===== src/rtl/ctl3w_pkg.sv =====
package ctl3w_pkg;
  localparam int unsigned ADDR_W = 7;
  localparam int unsigned DATA_W = 9;
  localparam int unsigned WORD_W = ADDR_W + DATA_W;
  localparam int unsigned CNT_W  = $clog2(WORD_W + 1);

  typedef struct packed {
    logic [ADDR_W-1:0] addr;
    logic [DATA_W-1:0] data;
  } ctl_word_t;
endpackage


===== src/rtl/ctl3w_sync.sv =====
module ctl3w_sync #(
  parameter int unsigned WIDTH  = 4,
  parameter int unsigned STAGES = 2
) (
  input  logic             clk_i,
  input  logic             rst_ni,
  input  logic [WIDTH-1:0] d_i,
  output logic [WIDTH-1:0] q_o
);
  logic [STAGES-1:0][WIDTH-1:0] chain_q;

  generate
    if (STAGES < 2) begin : g_bad_stages
      initial $error("ctl3w_sync: STAGES must be at least 2");
    end
  endgenerate

  always_ff @(posedge clk_i or negedge rst_ni) begin
    if (!rst_ni) chain_q <= '0;
    else         chain_q <= {chain_q[STAGES-2:0], d_i};
  end

  assign q_o = chain_q[STAGES-1];
endmodule


===== src/rtl/ctl3w_shift.sv =====
module ctl3w_shift
  import ctl3w_pkg::*;
(
  input  logic      clk_i,
  input  logic      rst_ni,
  input  logic      en_i,
  input  logic      latch_i,
  input  logic      sclk_i,
  input  logic      sdata_i,
  output logic      commit_o,
  output ctl_word_t word_o
);
  localparam logic [CNT_W-1:0] CNT_FULL = CNT_W'(WORD_W);

  logic              latch_q, sclk_q;
  logic              latch_rise, sclk_rise;
  logic [WORD_W-1:0] shreg_q;
  logic [CNT_W-1:0]  cnt_q;

  assign latch_rise = latch_i & ~latch_q;
  assign sclk_rise  = sclk_i & ~sclk_q;

  always_ff @(posedge clk_i or negedge rst_ni) begin
    if (!rst_ni) begin
      latch_q  <= 1'b0;
      sclk_q   <= 1'b0;
      shreg_q  <= '0;
      cnt_q    <= '0;
      commit_o <= 1'b0;
      word_o   <= '0;
    end else begin
      latch_q  <= latch_i;
      sclk_q   <= sclk_i;
      commit_o <= 1'b0;
      if (latch_rise) begin
        // latch edge wins over a coincident bit edge; count always restarts
        cnt_q <= '0;
        if (en_i && cnt_q == CNT_FULL) begin
          commit_o <= 1'b1;
          word_o   <= ctl_word_t'(shreg_q);
        end
      end else if (en_i && sclk_rise) begin
        shreg_q <= {shreg_q[WORD_W-2:0], sdata_i};
        if (cnt_q != CNT_FULL) cnt_q <= cnt_q + CNT_W'(1);
      end
    end
  end

  AST_CNT_BOUNDED: assert property (@(posedge clk_i) disable iff (!rst_ni)
    cnt_q <= CNT_FULL);
  AST_CNT_RESTART: assert property (@(posedge clk_i) disable iff (!rst_ni)
    latch_rise |=> cnt_q == '0);
endmodule


===== src/rtl/ctl3w_regs.sv =====
module ctl3w_regs
  import ctl3w_pkg::*;
#(
  parameter int unsigned NUM_REGS = 24
) (
  input  logic                       clk_i,
  input  logic                       rst_ni,
  input  logic                       we_i,
  input  logic [ADDR_W-1:0]          addr_i,
  input  logic [DATA_W-1:0]          data_i,
  output logic [NUM_REGS*DATA_W-1:0] regs_o
);
  logic [DATA_W-1:0] regs_q [NUM_REGS];

  always_ff @(posedge clk_i or negedge rst_ni) begin
    if (!rst_ni) begin
      for (int r = 0; r < NUM_REGS; r++) regs_q[r] <= '0;
    end else if (we_i) begin
      for (int r = 0; r < NUM_REGS; r++)
        if (addr_i == ADDR_W'(r)) regs_q[r] <= data_i;
    end
  end

  generate
    for (genvar g = 0; g < NUM_REGS; g++) begin : g_out
      assign regs_o[g*DATA_W +: DATA_W] = regs_q[g];
    end
  endgenerate

  AST_NO_STORE_HIGH: assert property (@(posedge clk_i) disable iff (!rst_ni)
    (we_i && addr_i >= ADDR_W'(NUM_REGS)) |=> $stable(regs_o));
endmodule


===== src/rtl/ctl3w_rx.sv =====
module ctl3w_rx
  import ctl3w_pkg::*;
#(
  parameter int unsigned NUM_REGS    = 24,
  parameter int unsigned SYNC_STAGES = 2
) (
  input  logic                       clk_i,
  input  logic                       rst_ni,
  input  logic                       wire3_sel_i,
  input  logic                       latch_i,
  input  logic                       sclk_i,
  input  logic                       sdata_i,
  output logic                       wr_o,
  output logic [ADDR_W-1:0]          wr_addr_o,
  output logic [DATA_W-1:0]          wr_data_o,
  output logic [NUM_REGS*DATA_W-1:0] cfg_o
);
  logic      sel_s, latch_s, sclk_s, sdata_s;
  logic      commit;
  ctl_word_t word;

  ctl3w_sync #(.WIDTH(4), .STAGES(SYNC_STAGES)) u_sync (
    .clk_i  (clk_i),
    .rst_ni (rst_ni),
    .d_i    ({wire3_sel_i, latch_i, sclk_i, sdata_i}),
    .q_o    ({sel_s, latch_s, sclk_s, sdata_s})
  );

  ctl3w_shift u_shift (
    .clk_i    (clk_i),
    .rst_ni   (rst_ni),
    .en_i     (sel_s),
    .latch_i  (latch_s),
    .sclk_i   (sclk_s),
    .sdata_i  (sdata_s),
    .commit_o (commit),
    .word_o   (word)
  );

  ctl3w_regs #(.NUM_REGS(NUM_REGS)) u_regs (
    .clk_i  (clk_i),
    .rst_ni (rst_ni),
    .we_i   (commit),
    .addr_i (word.addr),
    .data_i (word.data),
    .regs_o (cfg_o)
  );

  assign wr_o      = commit;
  assign wr_addr_o = word.addr;
  assign wr_data_o = word.data;

  AST_STROBE_ONE_CYCLE: assert property (@(posedge clk_i) disable iff (!rst_ni)
    wr_o |=> !wr_o);
  AST_MODE_GATE: assert property (@(posedge clk_i) disable iff (!rst_ni)
    wr_o |-> $past(sel_s));
  AST_CFG_HOLD_IDLE: assert property (@(posedge clk_i) disable iff (!rst_ni)
    !$past(wr_o) |-> $stable(cfg_o));
endmodule


===== config.mk =====
export PLATFORM = sky130hd
export DESIGN_NAME = ctl3w_rx
export DESIGN_NICKNAME = d
export VERILOG_FILES = /design/src/rtl/ctl3w_pkg.sv /design/src/rtl/ctl3w_sync.sv /design/src/rtl/ctl3w_shift.sv /design/src/rtl/ctl3w_regs.sv /design/src/rtl/ctl3w_rx.sv
export SDC_FILE = /design/constraint.sdc
export NUM_CORES = 1
export LEC_CHECK = 0
export BUFFER_PORTS_ARGS = -buffer_cell sky130_fd_sc_hd__buf_2
export CAP_MARGIN = 25
export CORE_ASPECT_RATIO = 1.1
export CORE_MARGIN = 3
export CORE_UTILIZATION = 35
export DETAILED_ROUTE_END_ITERATION = 10
export SYNTH_ARGS = -nofsm -noshare
export SYNTH_HDL_FRONTEND = slang
export SYNTH_SLANG_ARGS = --single-unit

===== constraint.sdc =====
create_clock -name clk_i -period 3.8 [get_ports clk_i]
set_clock_uncertainty 0.1 [all_clocks]
set_input_delay 0.57 -clock clk_i [delete_from_list [all_inputs] [get_ports clk_i]]
set_output_delay 0.57 -clock clk_i [all_outputs]
set_load 0.05 [all_outputs]

==> results of run 1 <==
-- metal layers --
metal  vias up  part of all wire [%]  track usage, %
met4         0                   1.6            3.43
met5         -                     0               0
li1       2675                     -               -
met2       210                    46            27.1
met1      3148                    45            22.9
met3        35                   7.2            4.33
-- final timing paths --
| kind | startpoint | to |
|---|---|---|
| min | rst_ni | u_regs.regs_o[164] |
| max in group asynchronous | rst_ni | u_regs.regs_o[72] |
| min reg2reg | u_sync.chain_q[2] | u_sync.q_o[2] |
| max | u_shift.word_o[11] | u_regs.regs_o[49] |
| min in group clk_i | sclk_i | u_sync.chain_q[1] |
| max reg2reg | u_shift.word_o[11] | u_regs.regs_o[49] |
-- logic make-up after synthesis --
group / Yosys count
adders and majority gates: 2
AOI/OAI and AO/OA: 10
DFF: 264
and+or+nand+nor: 52
muxes: 248
buffers and inverters: 34
-- cells in the final DEF (no fill, tap or decap), drive strengths merged, types with 2 or more instances in the layout --
cell type  instances
a21oi              4
buf              251
bufinv             2
clkbuf            42
clkinv             2
dfrtp            264
ha                 2
inv                5
mux2             248
nand2             19
nand3              4
nand4              2
nand4b             2
nor2               2
nor2b              2
nor3               2
nor4b              4
nor4bb             3
o21ai              4
or3                3
-- metrics by stage --
step	power, W	setup slack [ns]	hold WS [ns]	utilization (%)	cell area [µm²]
floorplan	0.00296	1.58	0.174	-	9970
global placement	0.00304	1.33	0.233	41.7	11600
detailed placement	0.00304	1.35	0.235	41.7	11600
CTS	0.00572	1.33	0.0241	44.8	12500
global route	0.00585	1.11	0.0318	44.8	12500
finish	0.00563	1.34	0.0179	44.9	12500
-- area by class of cell --
class | instances | area share, %
flip-flops and latches | 264 | 52.7
multi-input cells | 312 | 25.8
repair buffers | 251 | 10.7
clock buffers | 42 | 6.42
well taps | 363 | 3.62
clock inverters | 5 | 0.619
inverters | 5 | 0.150
diodes | 1 | 0.0200
-- sequential cells by signal (all words and copies together) (netlist names) --
register          cells
u_regs.regs_o       216
u_shift.commit_o      1
u_shift.latch_q       1
u_sync.q_o            4
u_shift.word_o       16
u_shift.cnt_q         5
u_sync.chain_q        4
u_shift.sclk_q        1
u_shift.shreg_q      16
-- power by group through the flow --
stage / Sequential, W / Combinational (W) / Clock [W]
final: 0.00288 / 0.000108 / 0.00264
after global routing: 0.00288 / 0.000126 / 0.00284
after CTS: 0.00288 / 0.000114 / 0.00273
after detailed placement: 0.00293 / 0.000114 / 0
after global placement: 0.00293 / 0.000113 / 0
after floorplan: 0.00292 / 0.0000399 / 0
==> results.ini, run 1 <==
[floorplanning]
dieArea_um2 = 30600
start_util_pct = 35.7
placementRows = 64
die_width_um = 167
core-area_um2 = 27900
die_y_um = 183
pin_count = 239

[critical_path]
startpoint_type = register
worst-path-stages = 3
end_kind = register
crit_required_ns = 4.11
cp_max_fo = 12
crit_chain = nor4bb_1, nand2_1, mux2_2
arrival_ns = 2.77
ff2ff_setup_slack_ns = 1.34
slowest_stage = nor4bb_1
max_stage_delay_ns = 0.78
worst-path-buf-inv = 0
rr_worst_depth = 3
critPathTopFamily = simple AND/OR/NAND/NOR gates
critical_path_class = reg2reg

[placement]
portBuffers = 238
gp_congestion = 0.713
hpwl_um = 17100
dp_cells = 1195

[routing]
wirelength_um = 25900
ant_nets = 0
wl_per_cell_um = 20.8
dr.pass1.iters = 4
via_per_inst = 4.88
drc_errors = 0
drt_first_iter_violations = 245
vias = 6068

[power_and_ir_drop]
intPower_w = 0.00447
power_leakage_nw = 7.06
p_per_area_nw_per_um2 = 449
power.share.clock_pct = 46.9
power_switching_w = 0.00115
switching_share_pct = 20.5
p_seq_share_pct = 51.2
vdd_drop_max_uv = 276
pwr-share-comb_pct = 1.9

[timing]
slew_violations = 0
relSlewSlack_pct = 38.6
fmax_mhz = 406
finalCritPeriodShare_pct = 64.8
finalHoldViolCount = 0
fin_tns_setup_ns = 0
fin_crit_ns = 2.46
setup_viol = 0
worstMarginPinSlew_ns = 0.918
grt_setup_unrepaired = no

[synthesis]
synth.distinct_cells = 30
synth.top_cell.area_share_pct = 66.2
syn_area_per_cell_um2 = 16.3
netlist_instances = 610
synthMuxAreaShare_pct = 28.0
yosysTopAreaCell = dfrtp_1
ys_ff_latch = 264
synth-compound-area-share_pct = 0.552
synth_edf_count = 0
synth_common_cells = dfrtp_1 (264), mux2_2 (247), clkbuf_1 (25)
synth-adder-area-share_pct = 0.251
syn_nets = 618
syn-cell-area_um2 = 9970
synth.area.top_cells = dfrtp_1 (66%), mux2_2 (28%), clkbuf_1 (0.94%), nand2_1 (0.72%), nor4b_2 (0.60%)
synth-seq-area-share_pct = 66.2
synth.most_common_cell = dfrtp_1
async_flop_share_pct = 100
ys_warn_count = 0
synth_top_family_by_area = multiplexers
yosys.area_share.simple_pct = 3.63
synth-xor-area-share_pct = 0
synth_top_flop_cell = dfrtp_1

[clocking]
cts_tree = yes
clkTransAtPathRegs_ns = 0.06
clockBufferDepth = 3
clk_latency_ns = 0.53
post_cts_resized = 0
postCtsSetupBuffers = 0
holdBufCountCts = 0
h-tree-depth = 1
clkSinkCount = 264
numCtsBuffers = 29
root_buffer = clkbuf_16

[grt]
first_global_vias = 6496
gr-total-overflow = 0
grt_max_degree = 111
antenna_found_initial = 1
grtUsageTotal_pct = 16.7
grt_pass1_wl_um = 40000

[run_status]
outcome = complete, no violations

[layout]
synthToLayoutAreaGrowth_pct = 25.7
fill_cells = 2572
ff_latch_area_um2 = 6610
stdcell_count = 1243
multiInputGateArea_um2 = 3230
drive_above_1_share_pct = 61.8
layout.nets = 871

[min_path]
hold_class = in2async

[run]
maxCapViolations = 0

Power figures use the tool's default switching activity.
==> run 2: changes to the inputs <==
Clock period 3.8 ns to 2.45 ns, I/O delays scaled along.
==> results.ini, run 2 (synthesis results as in run 1) <==
[grt]
grt_max_degree = 70
gr-total-overflow = 0
antenna_found_initial = 0
first_global_vias = 6507
grtUsageTotal_pct = 16.7
grt_pass1_wl_um = 40100

[clocking]
clkSinkCount = 264
clkTransAtPathRegs_ns = 0.06
clockBufferDepth = 3
root_buffer = clkbuf_16
numCtsBuffers = 28
h-tree-depth = 1
cts_tree = yes
post_cts_resized = 0
clk_latency_ns = 0.53
postCtsSetupBuffers = 0

[timing]
fin_crit_ns = 2.15
fin_tns_setup_ns = 0
setup_viol = 0
fmax_mhz = 465
slew_violations = 0
worstMarginPinSlew_ns = 0.579
finalHoldViolCount = 0
grt_setup_unrepaired = no
relSlewSlack_pct = 61.4
finalCritPeriodShare_pct = 87.9

[critical_path]
end_kind = register
slowest_stage = or4b_4
crit_chain = or4b_4, nor3_4, mux2_2
cp_max_fo = 9
critPathTopFamily = simple AND/OR/NAND/NOR gates
critical_path_class = reg2reg
worst-path-stages = 3
critPathLaunch = u_shift.word_o[14]
startpoint_type = register
arrival_ns = 2.46
ff2ff_setup_slack_ns = 0.30
crit_required_ns = 2.76
r2r_end = u_regs.regs_o[133]
crit_end = u_regs.regs_o[133]
worstReg2RegStart = u_shift.word_o[14]
max_stage_delay_ns = 0.62
worst-path-buf-inv = 0
rr_worst_depth = 3

[layout]
synthToLayoutAreaGrowth_pct = 28.0
ff_latch_area_um2 = 6610
layout.nets = 897
layout_common_cells = dfrtp_1 (264), mux2_2 (247), buf_2 (237)
stdcell_count = 1272
utilization_pct = 45.7
largest_reg_flops = 216
fill_cells = 2569
final_common_cell = dfrtp_1
finalInstanceArea_um2 = 12800
multiInputGateArea_um2 = 3230
drive_above_1_share_pct = 62.8
insertedDiodeCount = 0

[floorplanning]
die_y_um = 183
core-area_um2 = 27900
dieArea_um2 = 30600
placementRows = 64
die_width_um = 167
pin_count = 239
start_util_pct = 35.7

[power_and_ir_drop]
p_seq_share_pct = 51.1
power_switching_w = 0.00183
pwr-share-comb_pct = 2.1
power_leakage_nw = 7.20
switching_share_pct = 21.0
intPower_w = 0.00691
finalPower_w = 0.00874
p_per_area_nw_per_um2 = 685
vdd_drop_max_uv = 412
power.share.clock_pct = 46.8

[routing]
ant_nets = 0
vias = 6193
wl_per_cell_um = 20.5
drc_errors = 0
via_per_inst = 4.87
drt_first_iter_violations = 321
wirelength_um = 26000
dr.pass1.iters = 4

[placement]
hpwl_um = 17900
place_area_um2 = 11800
gp_congestion = 0.758
portBuffers = 238
dp_cells = 1217

[min_path]
hold_class = reg2reg
holdPathStages = 0

[run_status]
outcome = complete, no violations

[run]
maxCapViolations = 0

[run 2: cell types whose count changed in the layout (fill, tap and decap cells not counted), sizes merged]
cell         before  now
bufinv            2    1
clkbuf           42   41
diode             1    0
dlygate4sd3       0    5
clkinvlp          1    2
buf             251  273
clkinv            2    6
[run 2: final cells by class]
cell class | instances | share of cell area [%]
inverters | 5 | 0.147
multi-input cells | 312 | 25.3
flip-flops and latches | 264 | 51.8
well taps | 363 | 3.56
clock buffers | 41 | 6.43
clock inverters | 9 | 0.588
repair buffers | 278 | 12.2
[run 2: layer usage]
metal | up-vias | track usage, % | part of all wire [%]
li1 | 2740 | - | -
met1 | 3226 | 22.8 | 45
met2 | 199 | 26.8 | 46
met3 | 28 | 4.72 | 7.3
met4 | 0 | 3.70 | 1.5
met5 | - | 0 | 0
[run 2: worst min path at each step]
stage	startpoint	endpoint
finish	u_sync.chain_q[0]	u_sync.q_o[0]
global route	u_sync.chain_q[2]	u_sync.q_o[2]
CTS	u_sync.chain_q[0]	u_sync.q_o[0]
detailed placement	u_sync.chain_q[0]	u_sync.q_o[0]
global placement	u_sync.chain_q[1]	u_sync.q_o[1]
floorplan	rst_ni	u_regs.regs_o[0]
[run 2: stage by stage]
| stage | setup slack [ns] | hold WS, ns |
|---|---|---|
| after floorplan | 0.233 | -0.0281 |
| after global placement | 0.340 | 0.234 |
| after detailed placement | 0.310 | 0.235 |
| after CTS | 0.292 | 0.249 |
| after global routing | 0.207 | 0.252 |
| final | 0.297 | 0.247 |
[run 2: power by group through the flow]
stage                     Sequential [W]  Clock [W]  Combinational (W)
after floorplan                  0.00453          0          0.0000619
after global placement           0.00454          0           0.000182
after detailed placement         0.00454          0           0.000185
after CTS                        0.00446    0.00422           0.000192
after global routing             0.00447    0.00442           0.000211
final                            0.00446    0.00409           0.000182
[run 2: repair_timing]
item                                   4_1_cts  5_1_grt
hold buffers                                 5        0
setup endpoints to repair                    0        0
endpoints found under the hold margin       65        0
==> run 3: changes to the inputs <==
Settings changed: CAP_MARGIN 25 to unset, GPL_TIMING_DRIVEN set to 0.
==> results.ini, run 3 (synthesis results as in run 1) <==
[grt]
first_global_vias = 6571
antenna_found_initial = 0
gr-total-overflow = 0
grtUsageTotal_pct = 16.5
grt_max_degree = 120
grt_pass1_wl_um = 39900

[critical_path]
slowest_stage = nor4_1
critical_path_class = reg2reg
arrival_ns = 2.73
crit_chain = buf_2, nor4_1, nand2_1, mux2_2
worstReg2RegStart = u_shift.word_o[9]
max_stage_delay_ns = 0.66
crit_required_ns = 2.77
end_kind = register
startpoint_type = register
cp_max_fo = 10
critPathLaunch = u_shift.word_o[9]
rr_worst_depth = 4

[timing]
finalHoldViolCount = 0
finalCritPeriodShare_pct = 98.3
relSlewSlack_pct = 52.1
fin_tns_setup_ns = 0
worstMarginPinSlew_ns = 0.712
fmax_mhz = 415
worst_slack_ns = 0.0424
fin_crit_ns = 2.41
setup_viol = 0
grt_setup_unrepaired = yes
slew_violations = 0

[routing]
via_per_inst = 4.81
drc_errors = 0
dr.pass1.iters = 4
wl_per_cell_um = 19.7
ant_nets = 0
vias = 6126
wirelength_um = 25100
drt_first_iter_violations = 332

[placement]
dp_slack_ns = -0.0520
gp_congestion = 0.743
place_area_um2 = 11700
dp_cells = 1213
portBuffers = 238
hpwl_um = 17400

[floorplanning]
placementRows = 64
core-area_um2 = 27900
pin_count = 239
start_util_pct = 35.7
dieArea_um2 = 30600
die_y_um = 183
die_width_um = 167

[layout]
layout.nets = 897
stdcell_count = 1273
drive_above_1_share_pct = 60.3
largest_reg_flops = 216
insertedDiodeCount = 0
finalInstanceArea_um2 = 12700
final_common_cell = dfrtp_1
synthToLayoutAreaGrowth_pct = 27.6
layout_common_cells = dfrtp_1 (264), mux2_2 (247), buf_2 (241)

[clocking]
clkTransAtPathRegs_ns = 0.06
clkSinkCount = 264
root_buffer = clkbuf_16
clk_latency_ns = 0.54
clockBufferDepth = 3
cts_tree = yes
h-tree-depth = 1
numCtsBuffers = 29

[min_path]
hold_class = in2async

[run]
maxCapViolations = 0

[power_and_ir_drop]
p_per_area_nw_per_um2 = 701
finalPower_w = 0.00891
power_leakage_nw = 7.13
vdd_drop_max_uv = 435

[run_status]
outcome = complete, no violations

run 3: layout make-up:
class	count	area, µm²
fillers	2553	15200
clock inverters	6	65.1
clock buffers	46	890
multi-input cells	312	3240
plain buffers	29	114
repair buffers	248	1330
flip-flops and latches	264	6610
well taps	363	454
inverters	5	18.8
run 3: report_power, final:
part           internal, W  switching (W)
Sequential         0.00442      0.0000402
Clock              0.00258        0.00170
Combinational    0.0000647       0.000107
Total              0.00707        0.00185
run 3: what timing repair did:
| action | 4_1_cts | 5_1_grt |
|---|---|---|
| setup buffers | 1 | 2 |
| endpoints found under the setup margin | 18 | 56 |
| pin swaps | 1 | 2 |
| hold endpoints to repair | 37 | 0 |
| hold buffers | 5 | 0 |
| gates resized for setup | 1 | 1 |
run 3: path summary, 6_finish.rpt:
check / to / slack, ns
worst max-delay path: u_regs.regs_o[18] / 0.04
worst min-delay path: u_regs.regs_o[169] / 0.20
worst max register to register: u_regs.regs_o[18] / 0.04
worst min register to register: u_sync.q_o[1] / 0.25
max in group asynchronous: u_regs.regs_o[40] / 1.15
min in group clk_i: u_sync.q_o[1] / 0.25
run 3: layer usage:
layer | up-vias | part of all wire, % | wire length (µm) | global-route usage (%)
li1 | 2750 | - | - | -
met1 | 3143 | 45 | 11300 | 22.3
met2 | 200 | 46 | 11600 | 26.7
met3 | 33 | 7.3 | 1840 | 4.55
met4 | 0 | 1.6 | 412 | 3.76
met5 | - | 0 | 0 | 0
run 3: per-stage QoR:
step,hold WS (ns),utilization [%]
finish,0.196,45.5
global placement,0.234,41.6
CTS,0.173,45.4
global route,0.217,45.5
detailed placement,0.161,41.8
floorplan,-0.0281,-
run 3: worst max-delay path: cells and delay by family (launching register included):
kind | cells | cell delay, ns
simple gates | 2 | 1.18
mux | 1 | 0.42
flops | 1 | 0.38
buf+inv | 1 | 0.20
